File: config.mk
export PLATFORM = sky130hd
export DESIGN_NAME = rsv_unit
export DESIGN_NICKNAME = d
export VERILOG_FILES = /design/src/rtl/rsv_unit.sv
export SDC_FILE = /design/constraint.sdc
export NUM_CORES = 1
export LEC_CHECK = 0
export BUFFER_PORTS_ARGS = -buffer_cell sky130_fd_sc_hd__buf_2
export CORE_ASPECT_RATIO = 1.4
export CORE_MARGIN = 4
export CORE_UTILIZATION = 30
export DETAILED_ROUTE_END_ITERATION = 7
export PLACE_DENSITY_LB_ADDON = 0.25
export SLEW_MARGIN = 5
export SYNTH_ARGS = -nofsm -noshare
export SYNTH_HDL_FRONTEND = slang
export SYNTH_SLANG_ARGS = --single-unit
File: constraint.sdc
create_clock -name clk -period 3.08 [get_ports clk]
set_input_delay 0.616 -clock clk [delete_from_list [all_inputs] [get_ports clk]]
set_output_delay 0.616 -clock clk [all_outputs]
set_load 0.005 [all_outputs]
File: src/rtl/rsv_unit.sv
module rsv_unit #(
  parameter int AW = 32,
  parameter int DW = 64
) (
  input  logic          clk,
  input  logic          rst_n,
  input  logic          so_in,
  input  logic          irq_take,
  input  logic          lr_valid,
  input  logic [AW-1:0] lr_addr,
  input  logic [DW-1:0] lr_data,
  input  logic          sc_valid,
  input  logic [AW-1:0] sc_addr,
  input  logic [1:0]    sc_size,
  input  logic [DW-1:0] sc_data,
  output logic          busy,
  output logic          mem_req,
  output logic [AW-1:0] mem_addr,
  output logic [1:0]    mem_size,
  output logic [DW-1:0] mem_expect,
  output logic [DW-1:0] mem_new,
  input  logic          mem_ack,
  input  logic [DW-1:0] mem_old,
  output logic          res_valid,
  output logic [3:0]    res_cr,
  output logic          align_err
);

  localparam logic [AW-1:0] NONE = '1;

  logic [AW-1:0] rsv_addr;
  logic [DW-1:0] rsv_val;
  logic          busy_q;

  logic [AW-1:0] amask;
  logic          misal, hit, take_sc, take_lr;

  assign amask   = (AW'(1) << sc_size) - AW'(1);
  assign misal   = |(sc_addr & amask);
  assign hit     = (sc_addr == rsv_addr) && (sc_addr != NONE);
  assign take_sc = !busy_q && sc_valid;
  assign take_lr = !busy_q && !sc_valid && lr_valid;

  assign busy    = busy_q;
  assign mem_req = busy_q;

  always_ff @(posedge clk) begin
    if (!rst_n) begin
      rsv_addr   <= NONE;
      rsv_val    <= '0;
      busy_q     <= 1'b0;
      mem_addr   <= '0;
      mem_size   <= '0;
      mem_expect <= '0;
      mem_new    <= '0;
      res_valid  <= 1'b0;
      res_cr     <= '0;
      align_err  <= 1'b0;
    end else begin
      res_valid <= 1'b0;
      align_err <= 1'b0;
      if (take_sc) begin
        rsv_addr <= NONE;
        if (misal) begin
          align_err <= 1'b1;
        end else if (hit) begin
          busy_q     <= 1'b1;
          mem_addr   <= sc_addr;
          mem_size   <= sc_size;
          mem_expect <= rsv_val;
          mem_new    <= sc_data;
        end else begin
          res_valid <= 1'b1;
          res_cr    <= {3'b000, so_in};
        end
      end else if (take_lr) begin
        rsv_addr <= lr_addr;
        rsv_val  <= lr_data;
      end
      if (busy_q && mem_ack) begin
        busy_q    <= 1'b0;
        res_valid <= 1'b1;
        res_cr    <= {2'b00, mem_old == mem_expect, so_in};
      end
      if (irq_take) rsv_addr <= NONE;
    end
  end

  p_issue_r2: assert property (@(posedge clk) disable iff (!rst_n)
    (take_sc && !misal && hit) |=> (mem_req && mem_new == $past(sc_data)
                                    && mem_addr == $past(sc_addr)));

  p_hold_r2: assert property (@(posedge clk) disable iff (!rst_n)
    (mem_req && !mem_ack) |=> (mem_req && $stable(mem_addr) && $stable(mem_expect)
                               && $stable(mem_new)));

  p_fail_nomem_r3: assert property (@(posedge clk) disable iff (!rst_n)
    (take_sc && !misal && !hit) |=> (res_valid && !res_cr[1] && !mem_req));

  p_cr_shape_r4: assert property (@(posedge clk) disable iff (!rst_n)
    res_valid |-> (res_cr[3:2] == 2'b00));

  p_done_r5: assert property (@(posedge clk) disable iff (!rst_n)
    (mem_req && mem_ack) |=> (res_valid && !mem_req));

  p_clear_r6: assert property (@(posedge clk) disable iff (!rst_n)
    take_sc |=> (rsv_addr == NONE));

  p_irq_r7: assert property (@(posedge clk) disable iff (!rst_n)
    irq_take |=> (rsv_addr == NONE));

  p_align_r8: assert property (@(posedge clk) disable iff (!rst_n)
    align_err |-> (!mem_req && !res_valid));

  p_onepulse_r8: assert property (@(posedge clk) disable iff (!rst_n)
    $onehot0({res_valid, align_err}));

  p_never_none_r10: assert property (@(posedge clk) disable iff (!rst_n)
    (take_sc && sc_addr == NONE) |=> !mem_req);

endmodule

==> results_dict.tcl <==
set metrics [dict create \
    drive_gt1_share_pct 32.2 \
    floorplan.initialDensity_pct 30.6 \
    area_growth_syn_to_layout_pct 32.6 \
    postCtsResizedCells 0 \
    rsz0062_at_grt "false" \
    powerDensity_nw_per_um2 510 \
    grt-busiest-layer "met2" \
    numClockSinks 263 \
    synth-seq-cells 263 \
    place_ws_ns 0.272 \
    finalCriticalPeriod_ns 2.29 \
    seq_area_frac_synth_pct 47.8 \
    total_routed_wirelength_mm 37.5 \
    class_of_the_most_critical_hold_timing_path "in -> reg" \
    cts.repair_timing.setup_buffer_count 0 \
    grt_antenna_before_repair 5 \
    dp_hpwl_mm 28.7 \
    io_buffer_count 432 \
    maximum_number_of_pins_on_one_net_before_global_route_repair 104 \
    critPathMostFrequentCell "sky130_fd_sc_hd__nor2b_1" \
    timing.hold.worst.start "lr_addr[20]" \
    clock_input_transition_at_the_sequential_cells_of_the_worst_setup_and_hold_paths_ns 0.06 \
    postSynth.asyncResetShare_pct 0 \
    post-route-period-util_pct 74.4 \
    layout.cells.non_filler 2037 \
    cp_slowest_stage_delay_ns 0.41 \
    avgRoutedWirePerCell_um 18.4 \
    cp-end-kind "flip-flop" \
    setup_tns_ns 0 \
    path_cells "buf_2, or2_2, ha_1, nor2b_1, a2111oi_2, nand4_1, buf_4, buf_12, mux2i_1, nor2b_1" \
    post-route-worst-setup-slack_ns 0.788 \
    std_cell_rows 82 \
    synth_enable_flop_cells 0 \
    syn-cell-area_um2 11000 \
    drc 0 \
    netlist_instances 1138 \
    grt_pass1_vias 9370 \
    clk-insertion-delay-late_ns 0.54 \
    grt_util_met2_pct 33.1 \
    via_per_inst 4.58 \
    start_kind "input pin" \
    worst-path-max-fanout 58 \
    setup.reg_to_reg.worst_slack_ns 0.89 \
    setup.worst_path.class "in -> reg" \
    hold_viol 0 \
    vias 9329 \
    crit_path_top_delay_cell "sky130_fd_sc_hd__a2111oi_2" \
    post_synth.cell_area_avg_um2 9.68 \
    post_placement_cell_area_um2 13700 \
    worst_min_delay_path_endpoint "rsv_addr[20]" \
    tightestPinTransition_ns 0.890 \
    area_of_all_placed_cells_without_fillers_um2 14600 \
    leakage_nw 7.54 \
    holdWs_ns 0.279 \
    grt.total_usage_pct 17.8 \
    peakVddDrop_uv 379 \
    grt_pass1_wl_mm 55.6 \
    die_w_um 170 \
    die_area_um2 39900 \
    clockBufferDepth 3 \
    worstReg2RegEnd "mem_new[3]" \
    critPathArrivalTime_ns 2.71 \
    maxCapViolations 0 \
    globalRouteOverflowTotal 0 \
    final-setup-viol-count 0 \
    top_level_ports 435 \
    cts_root_buffer "sky130_fd_sc_hd__clkbuf_16" \
    dieHeight_um 235 \
    finalCoreUtilization_pct 40.6 \
    timing.max_slew.rel_slack_pct 40.7 \
    dpl.cell_count 1983 \
    synth.lib_cells_used.distinct 36 \
    yosysWarningCount 0 \
    drtPass1Iterations 4 \
    power.total_mw 7.45 \
    drt_first_iter_violations 391 \
    globalRouteMet3Util_pct 4.27 \
    final-max-slew-violation-count 0 \
    cts_tree "done" \
    fin_skew_ns 0.0197 \
    globalplace.congestion 0.897 \
    synth_flop_cell "sky130_fd_sc_hd__dfxtp_1" \
    cts_hold_buf 0 \
    hold_path_depth 3 \
    final_nets 1818 \
    achievable-frequency_ghz 0.436 \
    coreArea_um2 36000 \
    cts.htree.levels 1 \
    worst_r2r_startpoint "rsv_addr[4]" \
    r2r.worst_path.cells 8 \
    critical_path_required_ns 3.50 \
    gr-usage-met1_pct 19.6 \
    cts-buffers-inserted 28 \
    antenna_violating_nets_post_route 0 \
    outcome "finished clean" \
]
==> worst max-delay path: cells and delay by family <==
| family | cells | cell delay [ns] |
|---|---|---|
| compound gates | 1 | 0.41 |
| mux | 1 | 0.21 |
| fa+ha+maj | 1 | 0.20 |
| buf+inv | 3 | 0.53 |
| simple gates | 4 | 0.67 |
==> cell families (layout without fill, tap and decap cells) <==
kind of cell,count (synthesis),after routing,share of synthesized area [%]
compound gates,86,86,5.99
simple gates,454,454,20.9
buf+inv,86,520,3.66
xor+xnor,83,83,6.60
other cells,1,4,0.0340
fa+ha+maj,2,2,0.227
flops,263,263,47.8
mux,163,163,14.8
==> cell type report <==
type / count / area, um2
multi-input cells: 790 / 5370
fillers: 3681 / 21400
diodes: 2 / 5.00
clock buffers: 39 / 823
clock inverters: 13 / 121
inverters: 15 / 56.3
well taps: 462 / 578
flip-flops and latches: 263 / 5270
repair buffers: 453 / 2390
==> registers in the layout, indices dropped and copies added (netlist names), 2 cells and up <==
register,flops
rsv_val,64
mem_size,2
rsv_addr,32
res_cr,2
mem_new,64
mem_expect,64
mem_addr,32
==> cells in the final DEF (no fill, tap or decap), types with 6 or more instances in the layout <==
cell and instances:
sky130_fd_sc_hd__inv_1 15, sky130_fd_sc_hd__xnor2_1 50, sky130_fd_sc_hd__a21boi_0 66, sky130_fd_sc_hd__clkbuf_16 29, sky130_fd_sc_hd__nand4_1 26, sky130_fd_sc_hd__nand2_1 195, sky130_fd_sc_hd__clkinv_2 9, sky130_fd_sc_hd__xor2_1 33
sky130_fd_sc_hd__clkbuf_8 6, sky130_fd_sc_hd__buf_4 16, sky130_fd_sc_hd__mux2i_1 163, sky130_fd_sc_hd__dfxtp_1 263, sky130_fd_sc_hd__nand3_1 34, sky130_fd_sc_hd__buf_2 431, sky130_fd_sc_hd__nor2b_1 165, sky130_fd_sc_hd__nor4_1 20
==> where the power goes <==
group / internal, mW / switching (mW) / leakage (nW) / total, mW
clock network: 2.03 / 1.40 / 0.473 / 3.43
registers: 3.45 / 0.0241 / 2.13 / 3.47
logic: 0.259 / 0.280 / 4.94 / 0.539
==> cells in the mapped netlist, drive strengths merged, types with 3 or more instances <==
| cell | instances | share of area (%) |
|---|---|---|
| nor2b | 165 | 9.4 |
| xor2 | 33 | 2.6 |
| nand3 | 34 | 1.5 |
| inv | 15 | 0.51 |
| nor4 | 20 | 1.1 |
| buf | 29 | 1.7 |
| nand2b | 4 | 0.23 |
| a21boi | 66 | 4.5 |
| o2bb2ai | 3 | 0.24 |
| nand4 | 26 | 1.5 |
| a22o | 3 | 0.24 |
| mux2i | 163 | 15 |
| o22ai | 4 | 0.23 |
| nand2 | 196 | 6.7 |
| dfxtp | 263 | 48 |
| clkbuf | 42 | 1.4 |
| xnor2 | 50 | 4.0 |
==> worst max path at each step <==
stage	start	to	slack (ns)	cells after the start
CTS	sc_size[0]	mem_new[3]	0.85	10
detailed placement	sc_size[0]	mem_new[3]	0.27	10
global placement	sc_size[0]	mem_new[20]	0.28	10
global route	sc_size[0]	mem_new[24]	0.68	10
finish	sc_size[0]	mem_new[3]	0.79	10
floorplan	sc_size[0]	mem_expect[39]	0.58	10
==> per-layer routing <==
layer / part of all wire (%) / wire, um
met1: 38 / 14400
met3: 7.5 / 2790
met4: 2.9 / 1070
met2: 51 / 19200
met5: 0.14 / 53
No activity file was read; power rests on OpenSTA's default activity.
